$ cat src/rtl/nmv_pkg.sv
// Package: shared constants and types for the network-management vector
// accumulator. Assumes byte-wide payload lanes.
package nmv_pkg;
    localparam int BYTE_W = 8;

    // Verdict delivered with the end-of-frame pulse.
    typedef struct packed {
        logic accepted;
        logic in_static;
        logic nm_flag;
    } frame_verdict_t;
endpackage

$ cat src/rtl/nmv_len_ctrl.sv
// Module: holds the vector length in force for the current cycle.
// It clamps the host request to MAX_BYTES and adopts it during reset and
// at each non-halted cycle boundary only. Assumes LEN_W can encode MAX_BYTES.
module nmv_len_ctrl #(
    parameter int MAX_BYTES = 12,
    parameter int LEN_W     = 4
) (
    input  logic             clk,
    input  logic             rst_n,
    input  logic [LEN_W-1:0] cfg_len,
    input  logic             boundary,
    output logic [LEN_W-1:0] active_len
);
    localparam logic [LEN_W-1:0] LEN_MAX = LEN_W'(MAX_BYTES);

    logic [LEN_W-1:0] clamped;

    // Limit the request to the storage available.
    always_comb begin
        clamped = (cfg_len > LEN_MAX) ? LEN_MAX : cfg_len;
    end

    // Load the length during reset and at each committed boundary.
    always_ff @(posedge clk) begin
        if (!rst_n) begin
            active_len <= clamped;
        end else if (boundary) begin
            active_len <= clamped;
        end
    end

    assert_len_in_range_R4: assert property (@(posedge clk) disable iff (!rst_n)
        active_len <= LEN_MAX);

    assert_len_held_R9: assert property (@(posedge clk) disable iff (!rst_n)
        !boundary |=> $stable(active_len));
endmodule

$ cat src/rtl/nmv_frame_stage.sv
// Module: per-frame staging buffer. Captures payload bytes whose index is
// below the active length, one lane per vector byte, and clears every lane
// at the end of each frame so a short or rejected frame leaves nothing
// behind. Assumes no byte strobe coincides with the end-of-frame pulse.
module nmv_frame_stage
    import nmv_pkg::*;
#(
    parameter int MAX_BYTES = 12,
    parameter int IDX_W     = 8,
    parameter int LEN_W     = 4
) (
    input  logic                          clk,
    input  logic                          rst_n,
    input  logic                          byte_vld,
    input  logic [IDX_W-1:0]              byte_idx,
    input  logic [BYTE_W-1:0]             byte_data,
    input  logic                          frame_end,
    input  logic [LEN_W-1:0]              active_len,
    output logic [MAX_BYTES*BYTE_W-1:0]   stage_vec
);
    for (genvar lane = 0; lane < MAX_BYTES; lane++) begin : g_lane
        logic hit;

        // Lane takes a byte that matches its position and lies within the length.
        always_comb begin
            hit = byte_vld && (byte_idx == IDX_W'(lane)) &&
                  (LEN_W'(lane) < active_len);
        end

        // Capture the byte, or empty the lane when the frame closes.
        always_ff @(posedge clk) begin
            if (!rst_n || frame_end) begin
                stage_vec[lane*BYTE_W +: BYTE_W] <= '0;
            end else if (hit) begin
                stage_vec[lane*BYTE_W +: BYTE_W] <= byte_data;
            end
        end
    end

    assert_byte_not_at_end_R8: assert property (@(posedge clk) disable iff (!rst_n)
        !(byte_vld && frame_end));
endmodule

$ cat src/rtl/nmv_accum.sv
// Module: running OR accumulator and published register. A frame merges
// only with a positive three-flag verdict. A cycle boundary publishes the
// merged value masked to the active length, unless the controller is halted,
// and always empties the accumulator. Assumes no frame spans a boundary.
module nmv_accum
    import nmv_pkg::*;
#(
    parameter int MAX_BYTES = 12,
    parameter int LEN_W     = 4
) (
    input  logic                        clk,
    input  logic                        rst_n,
    input  logic [MAX_BYTES*BYTE_W-1:0] stage_vec,
    input  logic                        frame_end,
    input  frame_verdict_t              verdict,
    input  logic                        cyc_end,
    input  logic                        halt,
    input  logic [LEN_W-1:0]            active_len,
    output logic [MAX_BYTES*BYTE_W-1:0] nm_vec
);
    localparam int VEC_W = MAX_BYTES * BYTE_W;

    logic             take;
    logic [VEC_W-1:0] acc;
    logic [VEC_W-1:0] merged;
    logic [VEC_W-1:0] len_mask;
    logic             acc_beyond;

    // Decide whether the closing frame contributes.
    always_comb begin
        take = frame_end && verdict.accepted && verdict.in_static && verdict.nm_flag;
    end

    // Fold the staged frame into the running value.
    always_comb begin
        merged = acc | (take ? stage_vec : '0);
    end

    // Build a byte mask from the length in force this cycle.
    for (genvar b = 0; b < MAX_BYTES; b++) begin : g_mask
        assign len_mask[b*BYTE_W +: BYTE_W] =
            (LEN_W'(b) < active_len) ? {BYTE_W{1'b1}} : {BYTE_W{1'b0}};
    end

    // Running accumulator: emptied at every boundary, grown by contributors.
    always_ff @(posedge clk) begin
        if (!rst_n) begin
            acc <= '0;
        end else if (cyc_end) begin
            acc <= '0;
        end else if (take) begin
            acc <= merged;
        end
    end

    // Published register: copied at a boundary unless halted.
    always_ff @(posedge clk) begin
        if (!rst_n) begin
            nm_vec <= '0;
        end else if (cyc_end && !halt) begin
            nm_vec <= merged & len_mask;
        end
    end

    // Flag any accumulated byte outside the active length.
    always_comb begin
        acc_beyond = 1'b0;
        for (int b = 0; b < MAX_BYTES; b++) begin
            if ((LEN_W'(b) >= active_len) && (acc[b*BYTE_W +: BYTE_W] != '0)) begin
                acc_beyond = 1'b1;
            end
        end
    end

    assert_acc_fresh_R3: assert property (@(posedge clk) disable iff (!rst_n)
        cyc_end |=> (acc == '0));

    assert_pub_only_boundary_R3: assert property (@(posedge clk) disable iff (!rst_n)
        !cyc_end |=> $stable(nm_vec));

    assert_acc_grows_R1: assert property (@(posedge clk) disable iff (!rst_n)
        !cyc_end |=> ((acc & $past(acc)) == $past(acc)));

    assert_halt_holds_R5: assert property (@(posedge clk) disable iff (!rst_n)
        (cyc_end && halt) |=> $stable(nm_vec));

    assert_rejected_ignored_R2: assert property (@(posedge clk) disable iff (!rst_n)
        (frame_end && !cyc_end &&
         !(verdict.accepted && verdict.in_static && verdict.nm_flag)) |=> $stable(acc));

    assert_acc_within_len_R4: assert property (@(posedge clk) disable iff (!rst_n)
        !acc_beyond);
endmodule

$ cat src/rtl/nm_vector_collector.sv
// Module: top of the network-management vector accumulator. Wires the
// length control, per-frame staging and OR accumulator together. A cycle
// boundary commits only while the controller is not halted.
module nm_vector_collector
    import nmv_pkg::*;
#(
    parameter int MAX_BYTES = 12,
    parameter int IDX_W     = 8,
    parameter int LEN_W     = 4
) (
    input  logic                        clk,
    input  logic                        rst_n,
    input  logic [LEN_W-1:0]            cfg_len,
    input  logic                        rx_byte_vld,
    input  logic [IDX_W-1:0]            rx_byte_idx,
    input  logic [7:0]                  rx_byte_data,
    input  logic                        rx_frame_end,
    input  logic                        rx_frame_ok,
    input  logic                        rx_frame_static,
    input  logic                        rx_nm_flag,
    input  logic                        cyc_end,
    input  logic                        ctrl_halt,
    output logic [MAX_BYTES*8-1:0]      nm_vec
);
    localparam int VEC_W = MAX_BYTES * BYTE_W;

    logic             boundary;
    logic [LEN_W-1:0] active_len;
    logic [VEC_W-1:0] stage_vec;
    frame_verdict_t   verdict;

    // Boundary that commits the length; halt suppresses it.
    always_comb begin
        boundary = cyc_end && !ctrl_halt;
    end

    // Bundle the end-of-frame flags.
    always_comb begin
        verdict.accepted  = rx_frame_ok;
        verdict.in_static = rx_frame_static;
        verdict.nm_flag   = rx_nm_flag;
    end

    nmv_len_ctrl #(.MAX_BYTES(MAX_BYTES), .LEN_W(LEN_W)) u_len (
        .clk        (clk),
        .rst_n      (rst_n),
        .cfg_len    (cfg_len),
        .boundary   (boundary),
        .active_len (active_len)
    );

    nmv_frame_stage #(.MAX_BYTES(MAX_BYTES), .IDX_W(IDX_W), .LEN_W(LEN_W)) u_stage (
        .clk        (clk),
        .rst_n      (rst_n),
        .byte_vld   (rx_byte_vld),
        .byte_idx   (rx_byte_idx),
        .byte_data  (rx_byte_data),
        .frame_end  (rx_frame_end),
        .active_len (active_len),
        .stage_vec  (stage_vec)
    );

    nmv_accum #(.MAX_BYTES(MAX_BYTES), .LEN_W(LEN_W)) u_acc (
        .clk        (clk),
        .rst_n      (rst_n),
        .stage_vec  (stage_vec),
        .frame_end  (rx_frame_end),
        .verdict    (verdict),
        .cyc_end    (cyc_end),
        .halt       (ctrl_halt),
        .active_len (active_len),
        .nm_vec     (nm_vec)
    );
endmodule

$ cat config.mk
export PLATFORM = sky130hd
export DESIGN_NAME = nm_vector_collector
export DESIGN_NICKNAME = d
export VERILOG_FILES = /design/src/rtl/nmv_pkg.sv /design/src/rtl/nmv_len_ctrl.sv /design/src/rtl/nmv_frame_stage.sv /design/src/rtl/nmv_accum.sv /design/src/rtl/nm_vector_collector.sv
export SDC_FILE = /design/constraint.sdc
export NUM_CORES = 1
export LEC_CHECK = 0
export BUFFER_PORTS_ARGS = -buffer_cell sky130_fd_sc_hd__buf_4
export CAP_MARGIN = 20
export CORE_MARGIN = 4
export CORE_UTILIZATION = 33
export DETAILED_ROUTE_END_ITERATION = 10
export SLEW_MARGIN = 20
export SYNTH_ARGS = -nofsm -noshare
export SYNTH_HDL_FRONTEND = slang
export SYNTH_HIERARCHICAL = 1
export SYNTH_SLANG_ARGS = --single-unit
$ cat constraint.sdc
create_clock -name clk -period 5.6 [get_ports clk]
set_input_delay 1.12 -clock clk [delete_from_list [all_inputs] [get_ports clk]]
set_output_delay 1.12 -clock clk [all_outputs]
set_load 0.01 [all_outputs]
==> qor.csv, run 1 <==
metric;value;unit
Post-CTS Hold Buffers;0;
Die Y;181.7;microns
Most used DFF post-synth;dfxtp_1;
root buf cell;clkbuf_16;
Setup crit end kind;register;
skew final;0.007867;ns
status;complete, no violations;
Clock Sink Count;292;
CTS buffer count;29;
synthesized area per cell;10.79;sq um
worst skew pair latency;0.53;ns
postcts setup bufs;0;
final worst path period need;2.408;ns
maxcap violations;0;
Resize count post-CTS;0;
setup total negative slack;0;ns
Seq. cell area;5886;sq um
switching pwr;888.2;uW
routed len/inst;17.51;microns
Clock power frac;45.7;%
I/O pin count;125;
H-tree depth;1;
Largest stage delay, worst path;0.84;ns
Yosys warning total;6;
dpl cells;1379;
Worst EP arrival;2.87;ns
pin count of the biggest net entering global routing;97;
Slew Viols, Final;0;
largest cells by area after synthesis;dfxtp_1 58%, o2bb2ai_1 8.4%, mux2i_1 7.2%;
Rel. slew slack;28.37;%
fraction of power consumed by sequential logic;50.9;%
footprint of the multi-input gates;3640;sq um
Final #Nets;1049;
Worst VDD drop;185.5;uV
CTS tree;done;
Tot GR Track Use;14.42;%
Worst-Margin Slew;1.074;ns
Fill cells;2918;
initial antenna violation count;1;
Synth top cells by count;288 x dfxtp_1, 169 x nor2_1, 121 x a21oi_1, 96 x o2bb2ai_1, 72 x mux2i_1;
Netlist cell types;52;
number of DRC markers in iteration 0;459;
synthesis-stage register bit count;292;
placer's final routability congestion estimate;0.7348;
drt drc;0;
worst setup margin;3.192;ns
Power per Cell Area;346.1;nW/um^2
antenna cells;0;
unrepaired setup endpoints after global routing;false;
Area Overhead vs Synth;19.84;%
vias in the first global route;6745;
CP Max Fanout;43;
initial core utilization;33.51;%
Critical Path Start Type;input port;
drt pass-1 iters;5;
clk slew on worst S/H paths;0.06;ns
Pleak;0.004604;uW
Syn Std Cell Area;9960;sq um
Via density;4.910;
Final period util;43.01;%
drt total wl;25.00;mm
row count;63;
Die ar.;33020;sq um
most frequent cell after synthesis;dfxtp_1;
Bufs on Longest Clock Path;3;
number of synthesized flops with an enable pin;4;
first-pass GRT wire length;38.72;mm
combinational power share;3.4;%
Final Hold Viols;0;
CP most frequent cell;buf_4;
Worst R2R Setup Slack;3.29;ns
ys async rst share;0;%
P_int;3242;uW
cell family with the largest share of critical-path delay;simple AND/OR/NAND/NOR gates;
pre-CTS setup slack;2.667;ns
number of I/O port buffers;124;
DPL Wire Length;15.66;mm
core area;29720;sq um
vias post-DR;7012;
chip width;181.7;microns
grt ovf;0;
kind of critical path;input port to register;
Achievable Freq;415.2;MHz
Yosys top cell by area;dfxtp_1;
Synth Instances;923;
Final setup viols;0;
Yosys top cell area share;57.89;%
WP data required;6.06;ns
register area share after synthesis;59.10;%
Switching Share;21.51;%
Finished Layout Cells;1428;
Syn Nets;952;
layout cells sized above 1;19.36;%
Routed Antenna Nets;0;
critical path, cell by cell;buf_4 > and4_2 > buf_4 > a21oi_1 > o2bb2ai_1;
WP buf/inv;2;
slowest cell on the critical path;and4_2;
min-delay worst type;register to register;
## per-layer routing
| metal | track usage, % | vias to the layer above | part of all wire (%) |
|---|---|---|---|
| met4 | 3.272 | 2 | 1.7 |
| met1 | 20.02 | 3378 | 47 |
| met5 | 0 | - | 0.060 |
| met2 | 23.59 | 147 | 47 |
| li1 | - | 3451 | - |
| met3 | 2.524 | 34 | 4.3 |
## cell usage in the layout (no fill, tap or decap), drive strengths merged, types with 3 or more instances in the layout
cell type / synthesis / layout
a21boi: 3 / 3
a21oi: 121 / 121
and2: 3 / 3
and3: 4 / 4
buf: 37 / 130
clkbuf: 26 / 44
clkinv: 0 / 3
dfxtp: 288 / 288
edfxtp: 4 / 4
mux2i: 72 / 72
nand2: 11 / 11
nand2b: 4 / 4
nand3: 27 / 27
nand4: 6 / 6
nor2: 169 / 169
o21ai: 22 / 22
o2bb2ai: 96 / 96
o31ai: 3 / 3
## final timing paths
check,cells past startpoint,startpoint,to
worst max-delay path,5,rx_frame_end,u_acc/nm_vec[15]
worst min-delay path,2,u_acc/acc[94],u_acc/acc[94]
worst max register to register,5,u_len/active_len[3],u_stage/stage_vec[66]
worst min register to register,2,u_acc/acc[94],u_acc/acc[94]
## logic make-up after synthesis
family | share of synthesized area [%]
AOI/OAI and AO/OA | 17.40
and+or+nand+nor | 11.72
buffers and inverters | 4.548
muxes | 7.236
DFF | 59.10
## sequential cells by signal (all words and copies together) (netlist names)
register / cells
u_acc/acc: 96
u_acc/nm_vec: 96
u_stage/stage_vec: 96
u_len/active_len: 4
## metrics by stage
stage                     hold slack [ns]  utilization (%)  area (sq um)  power (uW)
after floorplan                    0.4241                -          9960        2236
after global placement             0.4313            36.98         10990        2287
after detailed placement           0.4419            36.98         10990        2289
after CTS                          0.4555            40.13         11930        4179
after global routing               0.4757            40.16         11940        4266
final                              0.4516            40.16         11940        4130
## area by class of cell
cell class / count / share of cell area [%]
clock inverter: 5 / 0.4717
clock buffer: 44 / 7.391
multi-input combinational: 566 / 30.50
timing repair buffer: 130 / 8.208
tap: 390 / 4.088
sequential: 292 / 49.31
inverter: 1 / 0.03145
## power groups by stage
stage	logic, uW	registers, uW	clock network (uW)
3_3_place_gp	140	2150	0
4_1_cts	142	2100	1940
3_5_place_dp	142	2150	0
2_1_floorplan	97.9	2140	0
6_report	142	2100	1890
5_1_grt	152	2100	2010
## worst reg2reg max path: stages (launching register included)
cell	delay, ns
edfxtp_1	0.54
buf_4	0.28
and4bb_2	0.33
and2_1	0.74
nand3_1	0.18
a21oi_1	0.17
(Power assumes the default switching activity.)
==> run 2, diff against run 1 <==
- clock period: 5.6 -> 2.3 ns (I/O delays scaled with it)
==> run 2 against run 1 <==
Against the previous run: combinational power grew to 2.6 times the previous value; die area did not move; critical path depth did not move; sequential power rose by 140%; setup slack worse by 2.8 ns; non-clock buffer count is 14 higher; cell count rose by 1.3%; worst hold slack got worse by 0.30 ns; global-route usage increased by 0.24 points; critical path type is now register to register; highest routed layer unchanged.
==> qor.csv, run 2 (synthesis results as in run 1) <==
metric;value;unit
status;complete, no violations;
initial core utilization;33.51;%
skew final;0.007882;ns
initial antenna violation count;1;
Die Y;181.7;microns
Bufs on Longest Clock Path;3;
Worst VDD drop;521.6;uV
grt ovf;0;
Rel. slew slack;49.32;%
Critical Path Start Type;register;
worst setup margin;0.4241;ns
final worst path period need;1.876;ns
Via density;4.833;
Largest regs;u_acc/acc (96), u_acc/nm_vec (96), u_stage/stage_vec (96);
WP data required;2.70;ns
Power per Cell Area;835.5;nW/um^2
pre-CTS setup slack;0.3620;ns
chip width;181.7;microns
Final Hold Viols;0;
Pleak;0.004685;uW
placer's final routability congestion estimate;0.7403;
kind of critical path;register to register;
Die ar.;33020;sq um
vias post-DR;6988;
most common cell after layout, fill and taps aside;dfxtp_1;
vias in the first global route;6807;
Fill cells;2892;
postcts setup bufs;0;
Area Overhead vs Synth;21.27;%
CTS tree;done;
Placed Area;11120;sq um
Clock Sink Count;292;
Post-CTS Hold Buffers;0;
core area;29720;sq um
Final period util;81.56;%
DPL Wire Length;15.92;mm
hold slack;0.1501;ns
most used cells in the layout excluding fill and tap cells;288 x dfxtp_1, 169 x nor2_1, 142 x buf_4;
Setup crit end kind;register;
unrepaired setup endpoints after global routing;false;
Final Power;10090;uW
antenna cells;0;
worst skew pair latency;0.54;ns
Resize count post-CTS;0;
drt pass-1 iters;4;
clk slew on worst S/H paths;0.06;ns
Worst EP arrival;2.27;ns
CP Max Fanout;15;
I/O pin count;125;
root buf cell;clkbuf_16;
H-tree depth;1;
number of I/O port buffers;124;
setup total negative slack;0;ns
Tot GR Track Use;14.66;%
drt drc;0;
Final setup viols;0;
drt total wl;24.78;mm
first-pass GRT wire length;39.50;mm
design area;12080;sq um
CTS buffer count;29;
maxcap violations;0;
row count;63;
Worst-Margin Slew;0.7551;ns
Routed Antenna Nets;0;
Final #Nets;1063;
Slew Viols, Final;0;
Achievable Freq;533.1;MHz
routed len/inst;17.14;microns
layout cells sized above 1;20.83;%
number of DRC markers in iteration 0;445;
pin count of the biggest net entering global routing;97;
min-delay worst type;input port to register;
==> run 2: cell type report <==
class	instances	area (sq um)	area share, %
well taps	390	488.0	4.040
clock buffers	44	903.4	7.480
inverters	1	3.754	0.03108
repair buffers	144	1106	9.158
flip-flops and latches	292	5886	48.73
multi-input cells	566	3635	30.09
clock inverters	9	56.30	0.4662
==> run 2: power breakdown <==
| part | total, uW | switching (uW) | internal [uW] |
|---|---|---|---|
| Sequential | 5100 | 27.1 | 5080 |
| Clock | 4620 | 1910 | 2700 |
| Combinational | 370 | 266 | 103 |
==> run 2: final timing paths <==
| kind | start | endpoint | slack, ns | cells after the start |
|---|---|---|---|---|
| max | u_len/active_len[1] | u_stage/stage_vec[8] | 0.42 | 5 |
| min | cfg_len[2] | u_len/active_len[2] | 0.15 | 1 |
| max reg2reg | u_len/active_len[1] | u_stage/stage_vec[8] | 0.42 | 5 |
| min reg2reg | u_acc/acc[91] | u_acc/acc[91] | 0.46 | 2 |
==> run 2: per-layer routing <==
metal,routed length [microns],GRT usage [%],up-vias
li1,-,-,3487
met1,11470,20.18,3321
met2,11680,23.99,145
met3,1191,2.925,33
met4,422,3.182,2
met5,20,0,-
==> run 2: per-stage QoR <==
| stage | std cells | utilization [%] |
|---|---|---|
| after floorplan | 923 | - |
| after global placement | 1393 | 37.41 |
| after detailed placement | 1393 | 37.41 |
| after CTS | 1446 | 40.64 |
| after global routing | 1446 | 40.64 |
| final | 1446 | 40.64 |
==> run 2: critical path: stages (launching register included) <==
cell and delay [ns]:
edfxtp_1 0.60, buf_4 0.25, or3_1 0.31, nand4_2 0.28
mux2i_1 0.24, nor2_1 0.05
==> run 3, diff against run 2 <==
- clock period: 2.3 -> 1.7 ns (I/O delays scaled with it)
==> run 3 against run 2 <==
Against the previous run: register-to-register slack got worse by 0.32 ns; power up 37%; core utilization up 1.3 points; cell count grew 1.7%; clock skew increased by 0.013 ns; sequential cell count unchanged; largest power group unchanged; largest cell class unchanged; sequential share of layout area down 1.5 points; die area stayed put; sequential power increased by 35%.
==> qor.csv, run 3 (synthesis results as in run 1) <==
metric;value;unit
status;complete, no violations;
Routed Antenna Nets;0;
Via density;4.872;
kind of critical path;register to register;
vias in the first global route;6916;
most used cells in the layout excluding fill and tap cells;288 x dfxtp_1, 169 x nor2_1, 151 x buf_4;
initial antenna violation count;0;
row count;63;
Worst-Margin Slew;0.4604;ns
final worst path period need;1.600;ns
core area;29720;sq um
pin count of the biggest net entering global routing;97;
unrepaired setup endpoints after global routing;true;
path length in cells of the critical path;4;
Worst EP arrival;2.00;ns
WP buf/inv;0;
root buf cell;clkbuf_16;
CP Max Fanout;8;
CTS tree;done;
Post-CTS Hold Buffers;0;
met2 WL;11.59;mm
WP data required;2.10;ns
maxcap violations;0;
CTS buffer count;29;
wl on met1;11.35;mm
critical path, cell by cell;or4_4 > nand4_4 > mux2i_1 > nor2_1;
Achievable Freq;625.1;MHz
Hold Crit Depth;1;
Critical Path Start Type;register;
antenna cells;0;
Bufs on Longest Clock Path;3;
routed len/inst;16.76;microns
I/O pin count;125;
H-tree depth;1;
vias post-DR;7162;
Area Overhead vs Synth;25.14;%
Largest stage delay, worst path;0.56;ns
number of DRC markers in iteration 0;456;
Slew Viols, Final;0;
initial core utilization;33.51;%
max layer used;met4;
chip width;181.7;microns
Rel. slew slack;69.22;%
placer's final routability congestion estimate;0.7299;
most common cell after layout, fill and taps aside;dfxtp_1;
DPL Wire Length;15.66;mm
Final Power;13800;uW
grt ovf;0;
Tot GR Track Use;14.41;%
Final period util;94.11;%
layout cells sized above 1;22.78;%
Final setup viols;0;
number of I/O port buffers;124;
Die ar.;33020;sq um
cell family with the largest share of critical-path delay;simple AND/OR/NAND/NOR gates;
first-pass GRT wire length;38.99;mm
clk slew on worst S/H paths;0.06;ns
Clock Sink Count;292;
drt pass-1 iters;5;
Final Hold Viols;0;
wire length on met3;1.211;mm
Final #Nets;1087;
Pleak;0.004846;uW
Setup crit end kind;register;
worst skew pair latency;0.54;ns
drt total wl;24.63;mm
skew final;0.02128;ns
r2r worst-path depth;4;
Die Y;181.7;microns
Power per Cell Area;1108;nW/um^2
min-delay worst type;input port to register;
Finished Layout Cells;1470;
drt drc;0;
dpl cells;1412;
Worst VDD drop;666.8;uV
slowest cell on the critical path;or4_4;
Largest regs;u_acc/acc (96), u_acc/nm_vec (96), u_stage/stage_vec (96);
==> run 3: where the power goes <==
group          switching [uW]  internal, uW
logic                     396           196
registers                20.2          6870
clock network            2580          3740
==> run 3: final timing paths <==
path | slack [ns] | from | endpoint
min | 0.03 | cfg_len[2] | u_len/active_len[2]
max reg2reg | 0.10 | u_len/active_len[2] | u_stage/stage_vec[7]
min reg2reg | 0.46 | u_acc/acc[86] | u_acc/acc[86]
max | 0.10 | u_len/active_len[2] | u_stage/stage_vec[7]
==> run 3: routing by layer <==
| metal | track usage (%) | up-vias |
|---|---|---|
| met4 | 3.392 | 0 |
| met3 | 2.484 | 36 |
| met2 | 23.63 | 150 |
| met5 | 0 | - |
| li1 | - | 3536 |
| met1 | 19.92 | 3440 |
==> run 3: timing repair <==
item | in CTS | in global routing
gates resized for setup | 0 | 13
setup endpoints to repair | 25 | 68
endpoints found under the hold margin | 0 | 0
pin swaps | 0 | 8
buffers inserted | 1 | 4
==> run 3: layout make-up <==
type / instances / area [sq um]
clock buffer: 43 / 848.3
clock inverter: 10 / 107.6
fill: 2820 / 17250
inverter: 1 / 3.754
multi-input combinational: 566 / 3691
sequential: 292 / 5886
tap: 390 / 488.0
timing repair buffer: 168 / 1439
==> run 3: stage by stage <==
| stage | area, sq um | utilization (%) | setup TNS, ns | worst slack [ns] | hold slack, ns |
|---|---|---|---|---|---|
| 6_report | 12460 | 41.94 | 0 | 0.1001 | 0.03125 |
| 5_1_grt | 12460 | 41.94 | -0.01019 | -0.006556 | 0.0006822 |
| 4_1_cts | 12350 | 41.55 | 0 | 0.02136 | 0.001255 |
| 3_5_place_dp | 11380 | 38.31 | -2.230 | -0.1320 | 0.4474 |
| 3_3_place_gp | 11380 | 38.31 | -1.636 | -0.1045 | 0.4380 |
| 2_1_floorplan | 9975 | - | -0.3664 | -0.04603 | 0.4241 |
